$ cat config.mk
export PLATFORM = sky130hd
export DESIGN_NAME = rstcause_unit
export DESIGN_NICKNAME = d
export VERILOG_FILES = /design/src/rtl/rcu_pkg.sv /design/src/rtl/rcu_pin_sync.sv /design/src/rtl/rcu_src_decode.sv /design/src/rtl/rcu_seq.sv /design/src/rtl/rcu_status.sv /design/src/rtl/rstcause_unit.sv
export SDC_FILE = /design/constraint.sdc
export NUM_CORES = 1
export LEC_CHECK = 0
export BUFFER_PORTS_ARGS = -buffer_cell sky130_fd_sc_hd__buf_4
export CAP_MARGIN = 20
export CELL_PAD_IN_SITES_DETAIL_PLACEMENT = 0
export CELL_PAD_IN_SITES_GLOBAL_PLACEMENT = 1
export CORE_ASPECT_RATIO = 1.5
export CORE_UTILIZATION = 27
export DETAILED_ROUTE_END_ITERATION = 12
export PLACE_DENSITY_LB_ADDON = 0.1
export SLEW_MARGIN = 30
export SYNTH_ARGS = -nofsm -noshare
export SYNTH_HDL_FRONTEND = slang
export SYNTH_SLANG_ARGS = --single-unit
$ cat constraint.sdc
create_clock -name clk -period 2.2 [get_ports clk]
set_input_delay 0.22 -clock clk [delete_from_list [all_inputs] [get_ports clk]]
set_output_delay 0.22 -clock clk [all_outputs]
set_load 0.01 [all_outputs]
$ cat src/rtl/rcu_pkg.sv
`timescale 1ns/1ps
// Package: shared flag positions and status type for the reset cause unit.
// Assumes an 8-bit status register; bit positions are decoded by software.
package rcu_pkg;
    localparam int FLAG_W   = 8;
    localparam int BIT_POR  = 7;
    localparam int BIT_PIN  = 6;
    localparam int BIT_WDG  = 5;
    localparam int BIT_ILOP = 4;
    localparam int BIT_ILAD = 3;
    localparam int BIT_CLKF = 2;
    localparam int BIT_LVD  = 1;
    typedef logic [FLAG_W-1:0] flags_t;
endpackage

$ cat src/rtl/rcu_pin_sync.sv
`timescale 1ns/1ps
// rcu_pin_sync: synchronizes the asynchronous active-low reset pin and
// presents it as an active-high request. Assumes STAGES >= 2.
module rcu_pin_sync #(
    parameter int STAGES = 2
) (
    input  logic clk,
    input  logic clr_n,
    input  logic pin_n,
    output logic req
);
    logic [STAGES-1:0] sh_q;

    // Shift the pin level through the synchronizer chain; idle level is high.
    always_ff @(posedge clk) begin
        if (!clr_n) sh_q <= '1;
        else        sh_q <= {sh_q[STAGES-2:0], pin_n};
    end

    assign req = ~sh_q[STAGES-1];
endmodule

$ cat src/rtl/rcu_src_decode.sv
`timescale 1ns/1ps
// rcu_src_decode: qualifies raw reset sources into per-flag requests and a
// combined request. Assumes all inputs are synchronous to clk.
module rcu_src_decode
    import rcu_pkg::*;
(
    input  logic   por_det,
    input  logic   lvd_det,
    input  logic   pin_req,
    input  logic   wdog_timeout,
    input  logic   wdog_en,
    input  logic   illegal_op,
    input  logic   stop_exec,
    input  logic   stop_en,
    input  logic   bgnd_exec,
    input  logic   bdm_en,
    input  logic   illegal_addr,
    input  logic   clk_fault,
    input  logic   dbg_force,
    output flags_t req_flags,
    output logic   any_req
);
    logic ilop_q;

    // Illegal opcode: direct request or a disabled STOP / background instruction.
    always_comb begin
        ilop_q = illegal_op | (stop_exec & ~stop_en) | (bgnd_exec & ~bdm_en);
    end

    // Map each qualified source onto its status bit; power-on also marks low voltage.
    always_comb begin
        req_flags           = '0;
        req_flags[BIT_POR]  = por_det;
        req_flags[BIT_PIN]  = pin_req;
        req_flags[BIT_WDG]  = wdog_timeout & wdog_en;
        req_flags[BIT_ILOP] = ilop_q;
        req_flags[BIT_ILAD] = illegal_addr;
        req_flags[BIT_CLKF] = clk_fault;
        req_flags[BIT_LVD]  = lvd_det | por_det;
    end

    // Debug-forced reset requests a reset without contributing a flag.
    always_comb begin
        any_req = (|req_flags) | dbg_force;
    end
endmodule

$ cat src/rtl/rcu_seq.sv
`timescale 1ns/1ps
// rcu_seq: stretches requests into a reset of RST_CYCLES clocks after the
// last request and accumulates requested flags in sticky latches.
// Assumes RST_CYCLES >= 2. Synchronous active-low clear.
module rcu_seq
    import rcu_pkg::*;
#(
    parameter int RST_CYCLES = 8
) (
    input  logic   clk,
    input  logic   clr_n,
    input  logic   any_req,
    input  flags_t req_flags,
    output logic   rst_active,
    output logic   release_p,
    output flags_t captured
);
    localparam int CNT_W = $clog2(RST_CYCLES);
    localparam logic [CNT_W-1:0] LOAD = CNT_W'(RST_CYCLES - 1);

    logic [CNT_W-1:0] cnt_q;
    logic             active_q;
    flags_t           sticky_q;

    // Release happens on the last counted cycle with no new request.
    always_comb begin
        release_p = active_q && (cnt_q == '0) && !any_req;
    end

    // Reset stretch counter: reload on every request, count down otherwise.
    always_ff @(posedge clk) begin
        if (!clr_n) begin
            active_q <= 1'b1;
            cnt_q    <= LOAD;
        end else if (any_req) begin
            active_q <= 1'b1;
            cnt_q    <= LOAD;
        end else if (active_q) begin
            if (cnt_q == '0) active_q <= 1'b0;
            else             cnt_q    <= cnt_q - 1'b1;
        end
    end

    // Sticky request latches, emptied when their content is handed over.
    always_ff @(posedge clk) begin
        if (!clr_n)         sticky_q <= '0;
        else if (release_p) sticky_q <= '0;
        else                sticky_q <= sticky_q | req_flags;
    end

    assign rst_active = active_q;
    assign captured   = sticky_q;
endmodule

$ cat src/rtl/rcu_status.sv
`timescale 1ns/1ps
// rcu_status: read-only reset status register with its own asynchronous
// power-on clear; loaded only on reset release.
module rcu_status
    import rcu_pkg::*;
(
    input  logic   clk,
    input  logic   clr_n,
    input  logic   load,
    input  flags_t load_val,
    input  logic   sel,
    output flags_t status,
    output flags_t rdata
);
    flags_t status_q;

    // Capture the accumulated flags on release; bit 0 is always forced to 0.
    always_ff @(posedge clk or negedge clr_n) begin
        if (!clr_n)    status_q <= '0;
        else if (load) status_q <= {load_val[FLAG_W-1:1], 1'b0};
    end

    // Drive read data only while the status address is selected.
    always_comb begin
        rdata = sel ? status_q : '0;
    end

    assign status = status_q;
endmodule

$ cat src/rtl/rstcause_unit.sv
`timescale 1ns/1ps
// rstcause_unit: top of the reset cause unit. Combines reset sources into
// one active-low system reset, records the causes and serves status reads.
// Assumes bus strobes are synchronous to clk.
module rstcause_unit
    import rcu_pkg::*;
#(
    parameter int RST_CYCLES  = 8,
    parameter int SYNC_STAGES = 2
) (
    input  logic       clk,
    input  logic       por_clr_n,
    input  logic       por_det,
    input  logic       lvd_det,
    input  logic       rst_pin_n,
    input  logic       wdog_timeout,
    input  logic       wdog_en,
    input  logic       illegal_op,
    input  logic       stop_exec,
    input  logic       stop_en,
    input  logic       bgnd_exec,
    input  logic       bdm_en,
    input  logic       illegal_addr,
    input  logic       clk_fault,
    input  logic       dbg_force,
    input  logic       bus_sel,
    input  logic       bus_wr,
    output logic [7:0] rdata,
    output logic       wdog_clear,
    output logic       sys_rst_n
);
    logic   pin_req;
    logic   any_req;
    logic   rst_active;
    logic   release_p;
    flags_t req_flags;
    flags_t captured;
    flags_t status_q;

    rcu_pin_sync #(.STAGES(SYNC_STAGES)) u_sync (
        .clk   (clk),
        .clr_n (por_clr_n),
        .pin_n (rst_pin_n),
        .req   (pin_req)
    );

    rcu_src_decode u_dec (
        .por_det      (por_det),
        .lvd_det      (lvd_det),
        .pin_req      (pin_req),
        .wdog_timeout (wdog_timeout),
        .wdog_en      (wdog_en),
        .illegal_op   (illegal_op),
        .stop_exec    (stop_exec),
        .stop_en      (stop_en),
        .bgnd_exec    (bgnd_exec),
        .bdm_en       (bdm_en),
        .illegal_addr (illegal_addr),
        .clk_fault    (clk_fault),
        .dbg_force    (dbg_force),
        .req_flags    (req_flags),
        .any_req      (any_req)
    );

    rcu_seq #(.RST_CYCLES(RST_CYCLES)) u_seq (
        .clk        (clk),
        .clr_n      (por_clr_n),
        .any_req    (any_req),
        .req_flags  (req_flags),
        .rst_active (rst_active),
        .release_p  (release_p),
        .captured   (captured)
    );

    rcu_status u_stat (
        .clk      (clk),
        .clr_n    (por_clr_n),
        .load     (release_p),
        .load_val (captured),
        .sel      (bus_sel),
        .status   (status_q),
        .rdata    (rdata)
    );

    // Any write to the status address clears the watchdog, never the register.
    always_comb begin
        wdog_clear = bus_sel & bus_wr;
    end

    assign sys_rst_n = ~rst_active;
endmodule

==> run summary <==
The relative slew slack is 64.4%. After detailed routing, the average wire length per cell comes to 10.8 um. 27 I/O pins were placed. The capture point of the worst path is u_stat.status[7]. The layout has 304 filler cells. The die footprint is 3430 um^2. The clock drives 20 sinks. Of the total power, the share spent switching nets is 21.0%. The average cell area after synthesis came out at 10.4 um^2. The critical path starts at u_seq.cnt_q[0]. The path class of the lowest-slack min-delay path is input pin to flop. The part of the total power dissipated in combinational logic came out at 7.9%.

The cell depth of the worst flop-to-flop path is 5. The peak clock frequency supported by timing came out at 0.572 GHz. The launching point of the worst reg2reg path is u_seq.cnt_q[0]. The clock-pin transition on the worst setup and hold timing paths came out at 0.07 ns.

The x dimension of the die is 48.1 um. The mapped netlist covers 862 um^2. The flow ran to the end, and the final reports show no timing, DRC or antenna violations. Summed over all cells, the static leakage comes to 0.000589 uW. For this run, the total global-route usage over all layers was measured as 11.0%.

After clock tree synthesis, the flow added hold-fix buffers numbering 1. The number of gates given a new drive strength after cts is 0. The count of input and output buffers came out at 25. The number of optimization iterations in the first detailed-route pass is 4. The internal power component is 534 uW.

The die is 71.2 um tall. The total length of routed met2 wires is 861 um. The synthesis warning total came out at 0.

Summed over all instances, the cell type with the most area after synthesis is sky130_fd_sc_hd__dfxtp_1. The worst voltage drop across the vdd grid is 0.000320 V. The transition time at the pin with the least slew margin came out at 0.529 ns. The buffer count from post-CTS setup fixing came out at 0. The number of placement rows came out at 24. TritonCTS built the clock tree.

The total number of H-tree levels is 1. The flip-flop and latch count after synthesis is 20. The post-route netlist has 33.9% of its cells at a drive strength greater than 1. After the last flow step, the layout net total stands at 132. Before CTS, the worst setup slack after placement is 0.384 ns. The total grt overflow came out at 0. The final hold slack is 0.146 ns.

The net count after synthesis is 102. The pin count of the biggest net entering global routing is 13. The number of enable flip-flop cells after synthesis is 0. The dominant register cell in the synthesized netlist is sky130_fd_sc_hd__dfxtp_1. Setup repair after global routing left no endpoint under its margin. The core region is 2970 um^2. At the end of routability-driven placement, the weighted congestion stood at 0.654. The wire length of the first global-routing pass came out at 2680 um.

Using the TritonRoute via totals, the vias-per-cell ratio works out to 4.23. The setup path with the least slack is of type flop to flop. The power after layout is 675 uW.

The largest fanout on the critical path is 7. The power per unit of standard cell area is 591 nW/um^2. The register area share after synthesis came out at 50.5%.

The final number of max-transition violations was 0. For the final database, setup skew stands at 0.00190 ns. The worst-case clock buffer depth is 2. The count of distinct cell types in the synthesized netlist is 24. The via count of the routed design came out at 639. The most common cell in the synthesized netlist is sky130_fd_sc_hd__dfxtp_1. The proportion of register bits with asynchronous set or reset after synthesis is 35.0%. The latest clock arrival within the worst-skew pair came out at 0.25 ns. In the post-route analysis, the smallest setup slack over all paths is 0.450 ns. The part of the power in registers is 56.3%. The violation count after the first detailed-routing iteration came out at 2.

The via count of the first global-routing pass was 620. Data arrives at the worst endpoint at 1.89 ns. The tool flagged a number of max-cap violations equal to 0. The number of diodes added for antenna fixing came out at 0.

The uppermost signal routing layer after detailed routing is met4. The final-report hold violation count is 0. The routed design uses 83 um of met3 wire. The master cell of the clock root buffer is sky130_fd_sc_hd__clkbuf_8.

The sum of routed wire length over all layers is 1630 um. The number of buffers added by the clock tree synthesis step came out at 3. The wire length on met1 is 668 um.

The top cell type's share of synthesized area is 30.2%. In this run the remaining antenna-violating nets after routing total 0. Counting I/O delays and the setup requirement, the final critical path takes 1.75 ns.

The data required time of the critical path is 2.34 ns. The initial standard-cell utilization of the core came out at 29.0%. The worst register-to-register path has a setup slack of 0.45 ns. Relative to the synthesized area, the layout overhead comes to 32.5%. The fraction of the cycle the final worst path needs is 79.5%. The sum of net half-perimeters after detailed placement came out at 1330 um. The worst setup path is launched from a flop. The commonest cells after synthesis are sky130_fd_sc_hd__dfxtp_1 (13), sky130_fd_sc_hd__and2_1 (8), sky130_fd_sc_hd__inv_1 (8), sky130_fd_sc_hd__nand2_1 (8), sky130_fd_sc_hd__nor2_1 (8). Setup violations remaining at the end of the flow were counted as 0.

The worst register-to-register path ends at u_stat.status[7]. The switching power of the nets came out at 142 uW. The total negative setup slack is 0 ns. The number of instances in the synthesized netlist is 83. The final routed DRC violation total is 0. Ranked by total cell area, the synthesized netlist is headed by sky130_fd_sc_hd__dfxtp_1 (30%), sky130_fd_sc_hd__dfrtp_1 (20%), sky130_fd_sc_hd__mux2_4 (12%).

The clock share of power came out at 35.8%. The initial antenna violation count came to 0. The worst setup path is captured at a flop.
worst min-delay path by stage:
stage                            end       from  slack, ns  cells past startpoint
floorplan           u_stat.status[1]  por_clr_n      -0.08                      0
global placement    u_stat.status[6]  por_clr_n       0.06                      1
detailed placement  u_stat.status[6]  por_clr_n       0.06                      1
CTS                   u_sync.sh_q[0]  rst_pin_n       0.15                      2
global route          u_sync.sh_q[0]  rst_pin_n       0.14                      2
finish                u_sync.sh_q[0]  rst_pin_n       0.15                      2
sequential cells by signal, indices dropped and copies added, names as in the netlist:
register	count
u_seq.captured	7
u_seq.cnt_q	3
u_seq.rst_active	1
u_stat.status	7
u_sync.sh_q	2
metrics by stage:
step                utilization, %  area [um^2]  instances
floorplan                        -          862         83
global placement              36.6         1090        146
detailed placement            36.6         1090        146
CTS                           38.4         1140        151
global route                  38.4         1140        151
finish                        38.4         1140        151
worst max-delay path, cell delays in order (launching register included):
cell and delay, ns:
sky130_fd_sc_hd__dfxtp_1 0.30, sky130_fd_sc_hd__inv_1 0.10, sky130_fd_sc_hd__ha_1 0.22, sky130_fd_sc_hd__nand4b_2 0.14
sky130_fd_sc_hd__or3_1 0.52, sky130_fd_sc_hd__mux2_4 0.36
logic make-up (layout without fill, tap and decap cells):
family          after synthesis  in the layout  synth area share [%]
other cells                   1              1                 0.435
buf+inv                      10             39                  5.66
compound gates                9              9                  6.68
fa+ha+maj                     2              2                  2.90
flops                        20             20                  50.5
simple gates                 33             33                  20.6
mux                           7              7                  12.2
xor+xnor                      1              1                  1.02
power groups by stage:
stage               clock network (uW)  logic [uW]  registers, uW
floorplan                            0        19.1            386
finish                             242        53.3            380
detailed placement                   0        52.9            388
global placement                     0        52.1            388
global route                       264        59.9            381
CTS                                249        54.4            380
layer usage:
| layer | vias to the layer above | track usage (%) |
|---|---|---|
| met2 | 24 | 18.8 |
| li1 | 328 | - |
| met3 | 2 | 2.30 |
| met1 | 285 | 12.3 |
| met4 | 0 | 4.63 |
| met5 | - | 0 |
cell usage in the layout (no fill, tap or decap), types with 3 or more instances in the layout:
master / n
sky130_fd_sc_hd__dfrtp_1: 7
sky130_fd_sc_hd__dfxtp_1: 13
sky130_fd_sc_hd__buf_4: 26
sky130_fd_sc_hd__clkbuf_8: 3
sky130_fd_sc_hd__a21oi_1: 3
sky130_fd_sc_hd__nand2_1: 8
sky130_fd_sc_hd__and2_1: 8
sky130_fd_sc_hd__nor2_1: 8
sky130_fd_sc_hd__nor3_1: 3
sky130_fd_sc_hd__inv_1: 8
sky130_fd_sc_hd__mux2_4: 7
cell type report:
| cell class | count | area [um^2] | area share, % |
|---|---|---|---|
| clock buffers | 4 | 45.0 | 3.94 |
| flip-flops and latches | 20 | 435 | 38.1 |
| multi-input cells | 53 | 378 | 33.1 |
| repair buffers | 27 | 205 | 18.0 |
| inverters | 8 | 30.0 | 2.63 |
| well taps | 39 | 48.8 | 4.27 |
Note: power is estimated with default switching activity, not from simulation.
